## src/rtl/rtc_div_pkg.sv

```systemverilog
package rtc_div_pkg;

    typedef enum logic [1:0] {
        OSC_STOP = 2'd0,
        OSC_HOLD = 2'd1,
        OSC_RUN  = 2'd2
    } osc_mode_e;

    typedef struct packed {
        logic       valid;
        logic [4:0] idx;
    } tap_sel_t;

    localparam int RS_W       = 4;
    localparam int RATE_CODES = 1 << RS_W;

    // Only 010 keeps time; 11x parks the chain; all else stops it.
    function automatic osc_mode_e decode_dv(input logic [2:0] dv);
        osc_mode_e m;
        if (dv == 3'b010)        m = OSC_RUN;
        else if (dv[2:1] == 2'b11) m = OSC_HOLD;
        else                     m = OSC_STOP;
        return m;
    endfunction

    // Divider stage driven by each rate code (period = 2^(idx+1) ticks).
    function automatic tap_sel_t rate_tap(input logic [RS_W-1:0] rs);
        tap_sel_t t;
        t.valid = (rs != '0);
        if (rs == 4'd1 || rs == 4'd2) t.idx = 5'(rs) + 5'd5;
        else if (rs == 4'd0)          t.idx = 5'd0;
        else                          t.idx = 5'(rs) - 5'd2;
        return t;
    endfunction

endpackage

```

## src/rtl/rtc_div_chain.sv

```systemverilog
module rtc_div_chain
    import rtc_div_pkg::*;
#(
    parameter int DIV_W = 15
) (
    input  logic             clk,
    input  logic             rst,
    input  logic             tick_i,
    input  osc_mode_e        mode_i,
    output logic [DIV_W-1:0] cnt_o,
    output logic             wrap_o
);
    localparam logic [DIV_W-1:0] CNT_MAX  = '1;
    localparam logic [DIV_W-1:0] CNT_HALF = DIV_W'(1) << (DIV_W - 1);

    logic [DIV_W-1:0] cnt_q;

    always_ff @(posedge clk) begin
        if (rst) begin
            cnt_q <= '0;
        end else begin
            unique case (mode_i)
                OSC_HOLD: cnt_q <= CNT_HALF;
                OSC_RUN:  if (tick_i) cnt_q <= cnt_q + 1'b1;
                default:  cnt_q <= cnt_q;
            endcase
        end
    end

    assign cnt_o  = cnt_q;
    assign wrap_o = tick_i && (mode_i == OSC_RUN) && (cnt_q == CNT_MAX);
endmodule

```

## src/rtl/rtc_rate_mux.sv

```systemverilog
module rtc_rate_mux
    import rtc_div_pkg::*;
#(
    parameter int DIV_W = 15
) (
    input  logic             clk,
    input  logic             rst,
    input  logic [DIV_W-1:0] cnt_i,
    input  logic [RS_W-1:0]  rs_i,
    input  logic             sqwe_i,
    output logic             sq_o,
    output logic             pulse_o
);
    logic [RATE_CODES-1:0] cand;
    logic                  tap_now;
    logic                  tap_d;

    for (genvar c = 0; c < RATE_CODES; c++) begin : g_tap
        localparam tap_sel_t TS = rate_tap(RS_W'(c));
        if (TS.valid && (int'(TS.idx) < DIV_W)) begin : g_on
            assign cand[c] = cnt_i[TS.idx];
        end else begin : g_off
            assign cand[c] = 1'b0;
        end
    end

    assign tap_now = cand[rs_i];

    always_ff @(posedge clk) begin
        if (rst) tap_d <= 1'b0;
        else     tap_d <= tap_now;
    end

    assign pulse_o = tap_now && !tap_d;
    assign sq_o    = sqwe_i && tap_now;
endmodule

```

## src/rtl/rtc_update_seq.sv

```systemverilog
module rtc_update_seq
    import rtc_div_pkg::*;
#(
    parameter int DIV_W      = 15,
    parameter int LEAD_TICKS = 8
) (
    input  logic             clk,
    input  logic             rst,
    input  logic [DIV_W-1:0] cnt_i,
    input  osc_mode_e        mode_i,
    input  logic             set_i,
    input  logic             wrap_i,
    output logic             uip_o,
    output logic             stb_o,
    output logic             done_o
);
    localparam logic [DIV_W-1:0] WIN_LO = {DIV_W{1'b1}} - DIV_W'(LEAD_TICKS - 1);

    logic stb_q, done_q;

    always_ff @(posedge clk) begin
        if (rst) begin
            stb_q  <= 1'b0;
            done_q <= 1'b0;
        end else begin
            stb_q  <= wrap_i && !set_i;
            done_q <= stb_q;
        end
    end

    assign uip_o  = (mode_i == OSC_RUN) && !set_i && (cnt_i >= WIN_LO);
    assign stb_o  = stb_q;
    assign done_o = done_q;
endmodule

```

## src/rtl/rtc_divider_top.sv

```systemverilog
module rtc_divider_top
    import rtc_div_pkg::*;
#(
    parameter int DIV_W      = 15,
    parameter int LEAD_TICKS = 8
) (
    input  logic       clk,
    input  logic       rst,
    input  logic       tick_i,
    input  logic [2:0] dv_i,
    input  logic [3:0] rs_i,
    input  logic       set_i,
    input  logic       sqwe_i,
    output logic       sq_out_o,
    output logic       periodic_o,
    output logic       uip_o,
    output logic       update_o,
    output logic       update_done_o
);
    osc_mode_e        mode;
    logic [DIV_W-1:0] cnt;
    logic             wrap;

    assign mode = decode_dv(dv_i);

    rtc_div_chain #(.DIV_W(DIV_W)) u_chain (
        .clk(clk), .rst(rst), .tick_i(tick_i), .mode_i(mode),
        .cnt_o(cnt), .wrap_o(wrap)
    );

    rtc_rate_mux #(.DIV_W(DIV_W)) u_mux (
        .clk(clk), .rst(rst), .cnt_i(cnt), .rs_i(rs_i), .sqwe_i(sqwe_i),
        .sq_o(sq_out_o), .pulse_o(periodic_o)
    );

    rtc_update_seq #(.DIV_W(DIV_W), .LEAD_TICKS(LEAD_TICKS)) u_seq (
        .clk(clk), .rst(rst), .cnt_i(cnt), .mode_i(mode), .set_i(set_i),
        .wrap_i(wrap), .uip_o(uip_o), .stb_o(update_o), .done_o(update_done_o)
    );
endmodule

```

## config.mk

```make
export PLATFORM = sky130hd
export DESIGN_NAME = rtc_divider_top
export DESIGN_NICKNAME = d
export VERILOG_FILES = /design/src/rtl/rtc_div_pkg.sv /design/src/rtl/rtc_div_chain.sv /design/src/rtl/rtc_rate_mux.sv /design/src/rtl/rtc_update_seq.sv /design/src/rtl/rtc_divider_top.sv
export SDC_FILE = /design/constraint.sdc
export NUM_CORES = 1
export LEC_CHECK = 0
export BUFFER_PORTS_ARGS = -buffer_cell sky130_fd_sc_hd__buf_2
export CORE_MARGIN = 5
export CORE_UTILIZATION = 55
export DETAILED_ROUTE_END_ITERATION = 10
export PLACE_DENSITY = 0.81
export SYNTH_ARGS = -nofsm -noshare
export SYNTH_HDL_FRONTEND = slang
export SYNTH_SLANG_ARGS = --single-unit
```

## constraint.sdc

```tcl
create_clock -name clk -period 1.7 [get_ports clk]
set_input_delay 0.17 -clock clk [delete_from_list [all_inputs] [get_ports clk]]
set_output_delay 0.17 -clock clk [all_outputs]
set_load 0.02 [all_outputs]
```

==> impl_metrics.csv, run 1 <==
group,metric,value,unit
floorplanning,initial_core_util,0.564,
yosys,synth_top_family_by_area,"simple AND/OR/NAND/NOR gates",
placement,gp_congestion,0.817,
yosys,seq_area_frac_synth,0.332,
yosys,ys_seq_elements,18,
yosys,synth.area.mux_share,0.0727,
placement,dp_cells,167,
drt,firstDrtPassIters,5,
yosys,synthDistinctLibCells,38,
timing,setup_viol,2,
layout,fin_area,1320,sq um
yosys,synth-adder-area-share,0.0346,
layout,nFillCells,170,
layout,fin_nets,163,
placement,port_buffers,16,
yosys,synth-edff-count,0,
critical_path,arrival,1.62,ns
cts,clkSinkCount,18,
placement,hpwl,1870,microns
cts,insertion_delay,0.29,ns
outcome,status,"complete, but fails checks",
drt,drc,0,
timing,hold_violations,0,
timing,fmax,560,MHz
global_routing,grt_max_degree,13,
layout,area_growth,21.5,%
drt,wl_per_cell,14.6,microns
timing,skew,0.00440,ns
min_path,hold_class,"input pin to flip-flop",
timing,slew_violations,0,
floorplanning,die_h,54.4,microns
yosys,synth_top_area_share,0.332,
timing,period_share,1.05,
layout,drive_gt1_frac,0.340,
pwr,total_power,761,uW
placement,place_area,1210,sq um
yosys,synth_compound_area_frac,0.211,
yosys,synth_flop_cell,"dfxtp_1",
cts,cts_tree,"built",
critical_path,worst-path-max-fanout,4,
pwr,ir_drop,0.463,mV
pwr,p_per_area,577,nW/um^2
timing,tightest_slew,0.446,ns
yosys,synth_xor_area_frac,0.0404,
job,cap_violations,0,
cts,clkTransAtPathRegs,0.10,ns
timing,worst_slack,-0.0852,ns
yosys,yosysTopAreaCell,"dfxtp_1",
critical_path,criticalPathCategory,"flip-flop to output pin",
layout,layout_commonest_cell,"buf_2",
global_routing,grt_antenna_before_repair,0,
yosys,async_flop_share,0,
floorplanning,ios,17,
timing,holdWs,0.169,ns
global_routing,grt_pass1_wl,4180,microns
yosys,syn_area_per_cell,8.75,sq um
cts,clk_path_buf_depth,2,
yosys,synthSimpleGateAreaFrac,0.256,
drt,dr.first_iter.drc_count,30,
critical_path,end_kind,"output pin",
layout,n_antenna_cell,0,
floorplanning,core_area,1920,sq um
timing,tns,-0.167,ns
drt,ant_nets,0,
drt,vias_per_cell,6.00,
floorplanning,die_w,54.4,microns
yosys,yosysWarningCount,0,
global_routing,grt_use_total,0.192,
layout,instances_no_fill,174,
timing,slew_headroom,0.703,
yosys,synth_area,1080,sq um
timing,rsz0062_at_grt,"true",
yosys,syn_nets,139,
timing,period_minus_slack,1.79,ns
cts,h-tree-depth,1,
yosys,synthCells,124,
layout,layout_common_cells,"buf_2 (13), buf_4 (12), dfxtp_1 (11)",
yosys,synth_area_leaders,"dfxtp_1 (33%), a21oi_1 (3.7%), ha_1 (3.5%)",
global_routing,grt_overflow_total,0,
floorplanning,num_rows,16,
drt,drt-total-wl,2540,microns
floorplanning,dieArea,2960,sq um
global_routing,grt_pass1_vias,1026,
critical_path,worstPathRequired,1.53,ns
drt,vias,1044,
cts,root_buffer,"clkbuf_4",
outcome,violations,"negative setup slack",
cts,numCtsBuffers,3,
critical_path,critPathLaunchType,"flip-flop",
pwr,leakage,0.497,nW
## worst max-delay path, cell delays in order, from the launching register on
cell,delay [ns]
dfxtp_2,0.35
mux2_4,0.28
a221o_1,0.34
o21ai_2,0.09
o22ai_1,0.10
buf_4,0.17
## area by class of cell
cell class	count	area (sq um)	area share
Tap cell	27	33.8	0.0256
Multi-Input combinational cell	96	706	0.536
Clock buffer	4	36.3	0.0275
Timing Repair Buffer	25	155	0.118
Inverter	4	15.0	0.0114
Sequential cell	18	372	0.282
## sequential cells by signal, summed over array words and instances (netlist names)
register and count:
u_mux.tap_d 1, u_chain.cnt_o 15, u_seq.done_o 1, u_seq.stb_o 1
## routing by layer
metal / up-vias / routed length, microns / GRT usage
li1: 511 / - / -
met1: 492 / 1120 / 0.221
met2: 37 / 1260 / 0.355
met3: 4 / 124 / 0.0272
met4: 0 / 34 / 0.0705
met5: - / 0 / 0
## what timing repair did
item	4_1_cts	5_1_grt
resized for setup	13	10
pin swaps	2	1
setup endpoints to repair	3	6
setup buffers	3	0
hold buffers	0	0
## per-stage QoR
stage / util / setup slack, ns
2_1_floorplan: - / 0.162
3_3_place_gp: 0.628 / 0.0685
3_5_place_dp: 0.628 / 0.0451
4_1_cts: 0.670 / -0.0899
5_1_grt: 0.686 / -0.138
6_report: 0.686 / -0.0852
## cells in the mapped netlist (all sizes together), types with 3 or more instances
library cell	number
a21oi	8
and3	3
and4	3
buf	3
clkbuf	3
dfxtp	18
ha	3
inv	4
mux2i	3
nand2	8
nand2b	4
nand3	5
nor2	7
nor2b	4
nor3	3
o211ai	3
o21a	3
o21ai	6
o22ai	3
o31ai	5
or4	5
xor2	4
## cells by family (layout without fill, tap and decap cells)
family          after synthesis  count (layout)
xor+xnor                      5               5
compound gates               35              35
simple gates                 47              47
buf+inv                      10              33
flops                        18              18
mux                           6               6
fa+ha+maj                     3               3
## worst paths after layout
check,start,to,slack [ns],depth (start not counted)
worst max-delay path,u_chain.cnt_o[6],sq_out_o,-0.09,5
worst min-delay path,rst,u_chain.cnt_o[1],0.17,2
worst max register to register,u_chain.cnt_o[4],u_chain.cnt_o[14],0.09,4
worst min register to register,u_seq.stb_o,u_seq.done_o,0.47,1
## power breakdown
group,leakage [nW],internal (mW),switching [mW]
Sequential,0.149,0.423,0.00229
Combinational,0.326,0.0320,0.0463
Clock,0.0210,0.130,0.127
(Power assumes the default switching activity.)
==> run 2: changes to the inputs <==
--- a/config.mk
+++ b/config.mk
@@ -7,9 +7,10 @@
 export LEC_CHECK = 0
 export BUFFER_PORTS_ARGS = -buffer_cell sky130_fd_sc_hd__buf_2
 export CORE_MARGIN = 5
-export CORE_UTILIZATION = 55
+export CORE_UTILIZATION = 53
 export DETAILED_ROUTE_END_ITERATION = 10
-export PLACE_DENSITY = 0.81
+export PLACE_DENSITY = 0.78
+export SLEW_MARGIN = 5
 export SYNTH_ARGS = -nofsm -noshare
 export SYNTH_HDL_FRONTEND = slang
 export SYNTH_SLANG_ARGS = --single-unit
==> run 2 against run 1 <==
  * Via count is 2.1% higher
  * Global-route usage is 1.7 points lower
  * Clock-buffer cell count stayed put
  * First-iteration DRC count is 20% higher
  * Highest routed layer unchanged
  * Routed wire length is 6.3% higher
  * Sequential share of layout area is 1.1 points lower
  * The flow still finishes with violations (negative setup slack)
==> impl_metrics.csv, run 2 (synthesis results as in run 1) <==
group,metric,value,unit
outcome,status,"complete, but fails checks",
outcome,violations,"negative setup slack",
cts,clkTransAtPathRegs,0.10,ns
global_routing,grt_overflow_total,0,
placement,dp_cells,166,
critical_path,worst-path-max-fanout,4,
min_path,hold_class,"input pin to flip-flop",
pwr,leakage,0.526,nW
layout,n_antenna_cell,0,
pwr,total_power,773,uW
layout,fin_area,1400,sq um
critical_path,r2r_slack,0.05,ns
timing,worst_slack,-0.0967,ns
cts,clk_path_buf_depth,2,
layout,nFillCells,146,
critical_path,worstReg2RegEnd,"u_chain.cnt_o[12]",
floorplanning,num_rows,16,
critical_path,r2r_start,"u_chain.cnt_o[1]",
floorplanning,die_h,55.2,microns
floorplanning,initial_core_util,0.553,
layout,layout_common_cells,"buf_2 (13), buf_4 (12), nand2_1 (8), dfxtp_1 (8)",
floorplanning,die_w,55.2,microns
timing,rsz0062_at_grt,"true",
layout,area_growth,29.2,%
critical_path,criticalPathCategory,"flip-flop to output pin",
layout,final_util,0.714,
drt,vias_per_cell,6.02,
drt,vias,1066,
timing,tns,-0.192,ns
timing,hold_violations,0,
timing,slew_violations,0,
timing,tightest_slew,0.490,ns
placement,port_buffers,16,
drt,ant_nets,0,
global_routing,grt_use_total,0.175,
layout,instances_no_fill,177,
timing,period_minus_slack,1.80,ns
pwr,ir_drop,0.454,mV
drt,drt-total-wl,2700,microns
cts,numCtsBuffers,3,
placement,hpwl,1870,microns
timing,period_share,1.06,
critical_path,worstSetupStartpoint,"u_chain.cnt_o[6]",
min_path,whs_path_depth,2,
placement,place_area,1200,sq um
placement,gp_congestion,0.805,
cts,postCtsHoldBufs,0,
critical_path,r2r_cells,6,
floorplanning,ios,17,
timing,slew_headroom,0.670,
layout,drive_gt1_frac,0.407,
min_path,holdCritStartpoint,"rst",
layout,largest_reg_flops,15,
timing,fmax,557,MHz
cts,h-tree-depth,1,
min_path,hold_path_end,"u_chain.cnt_o[0]",
cts,root_buffer,"clkbuf_4",
critical_path,worstPathRequired,1.53,ns
critical_path,critPathLaunchType,"flip-flop",
drt,firstDrtPassIters,4,
global_routing,grt_pass1_wl,4420,microns
layout,fin_nets,166,
global_routing,grt_pass1_vias,979,
timing,skew,0.00231,ns
job,cap_violations,0,
layout,layout_commonest_cell,"buf_2",
critical_path,arrival,1.63,ns
pwr,p_per_area,551,nW/um^2
critical_path,end_kind,"output pin",
global_routing,grt_max_degree,14,
critical_path,cp_cell_sequence,"mux2_4, a221o_1, o21ai_4, o22ai_2, buf_6",
global_routing,grt_antenna_before_repair,0,
floorplanning,dieArea,3050,sq um
drt,drc,0,
critical_path,cp_slowest_stage_delay,0.38,ns
drt,dr.first_iter.drc_count,36,
cts,insertion_delay,0.30,ns
drt,wl_per_cell,15.2,microns
cts,clkSinkCount,18,
floorplanning,core_area,1960,sq um
cts,cts_tree,"built",
timing,setup_viol,2,
critical_path,crit_path_top_delay_cell,"a221o_1",
## run 2: cell count changes in the layout (fill, tap and decap cells not counted), sizes merged
cell,before,now
buf,25,28
## run 2: cell type report
| cell class | instances | area (sq um) | area share |
|---|---|---|---|
| Inverter | 4 | 15.0 | 0.0107 |
| Clock buffer | 4 | 36.3 | 0.0259 |
| Timing Repair Buffer | 28 | 189 | 0.135 |
| Sequential cell | 18 | 380 | 0.271 |
| Tap cell | 27 | 33.8 | 0.0241 |
| Multi-Input combinational cell | 96 | 747 | 0.533 |
## run 2: stage by stage
step | hold slack [ns] | setup slack [ns]
floorplan | 0.239 | 0.162
global placement | 0.442 | 0.0938
detailed placement | 0.465 | 0.0548
CTS | 0.147 | -0.0796
global route | 0.145 | -0.149
finish | 0.150 | -0.0967
## run 2: how the worst max path moves through the flow
stage / to
after detailed placement: sq_out_o
after global placement: periodic_o
after CTS: sq_out_o
final: periodic_o
after floorplan: u_chain.cnt_o[13]
after global routing: periodic_o
## run 2: layer usage
metal | vias to the layer above | wire, microns | track usage
met5 | - | 0 | 0
met4 | 0 | 31 | 0.0729
met3 | 5 | 153 | 0.0256
met2 | 44 | 1400 | 0.299
met1 | 501 | 1110 | 0.218
li1 | 516 | - | -
## run 2: power by group
part,switching [mW],leakage (nW),total (mW),internal [mW]
sequential,0.00236,0.151,0.422,0.419
clock,0.140,0.0210,0.271,0.131
combinational,0.0485,0.354,0.0801,0.0316
total,0.191,0.526,0.773,0.582
## run 2: timing repair
item	in CTS	in global routing
pin swaps	4	5
resized for setup	19	18
buffers inserted	4	4
setup endpoints to repair	3	6
## run 2: worst max-delay path, delay by kind of cell, from the launching register on
family / cells / cell delay [ns]
flops: 1 / 0.35
mux: 1 / 0.27
buf+inv: 1 / 0.14
compound gates: 3 / 0.56
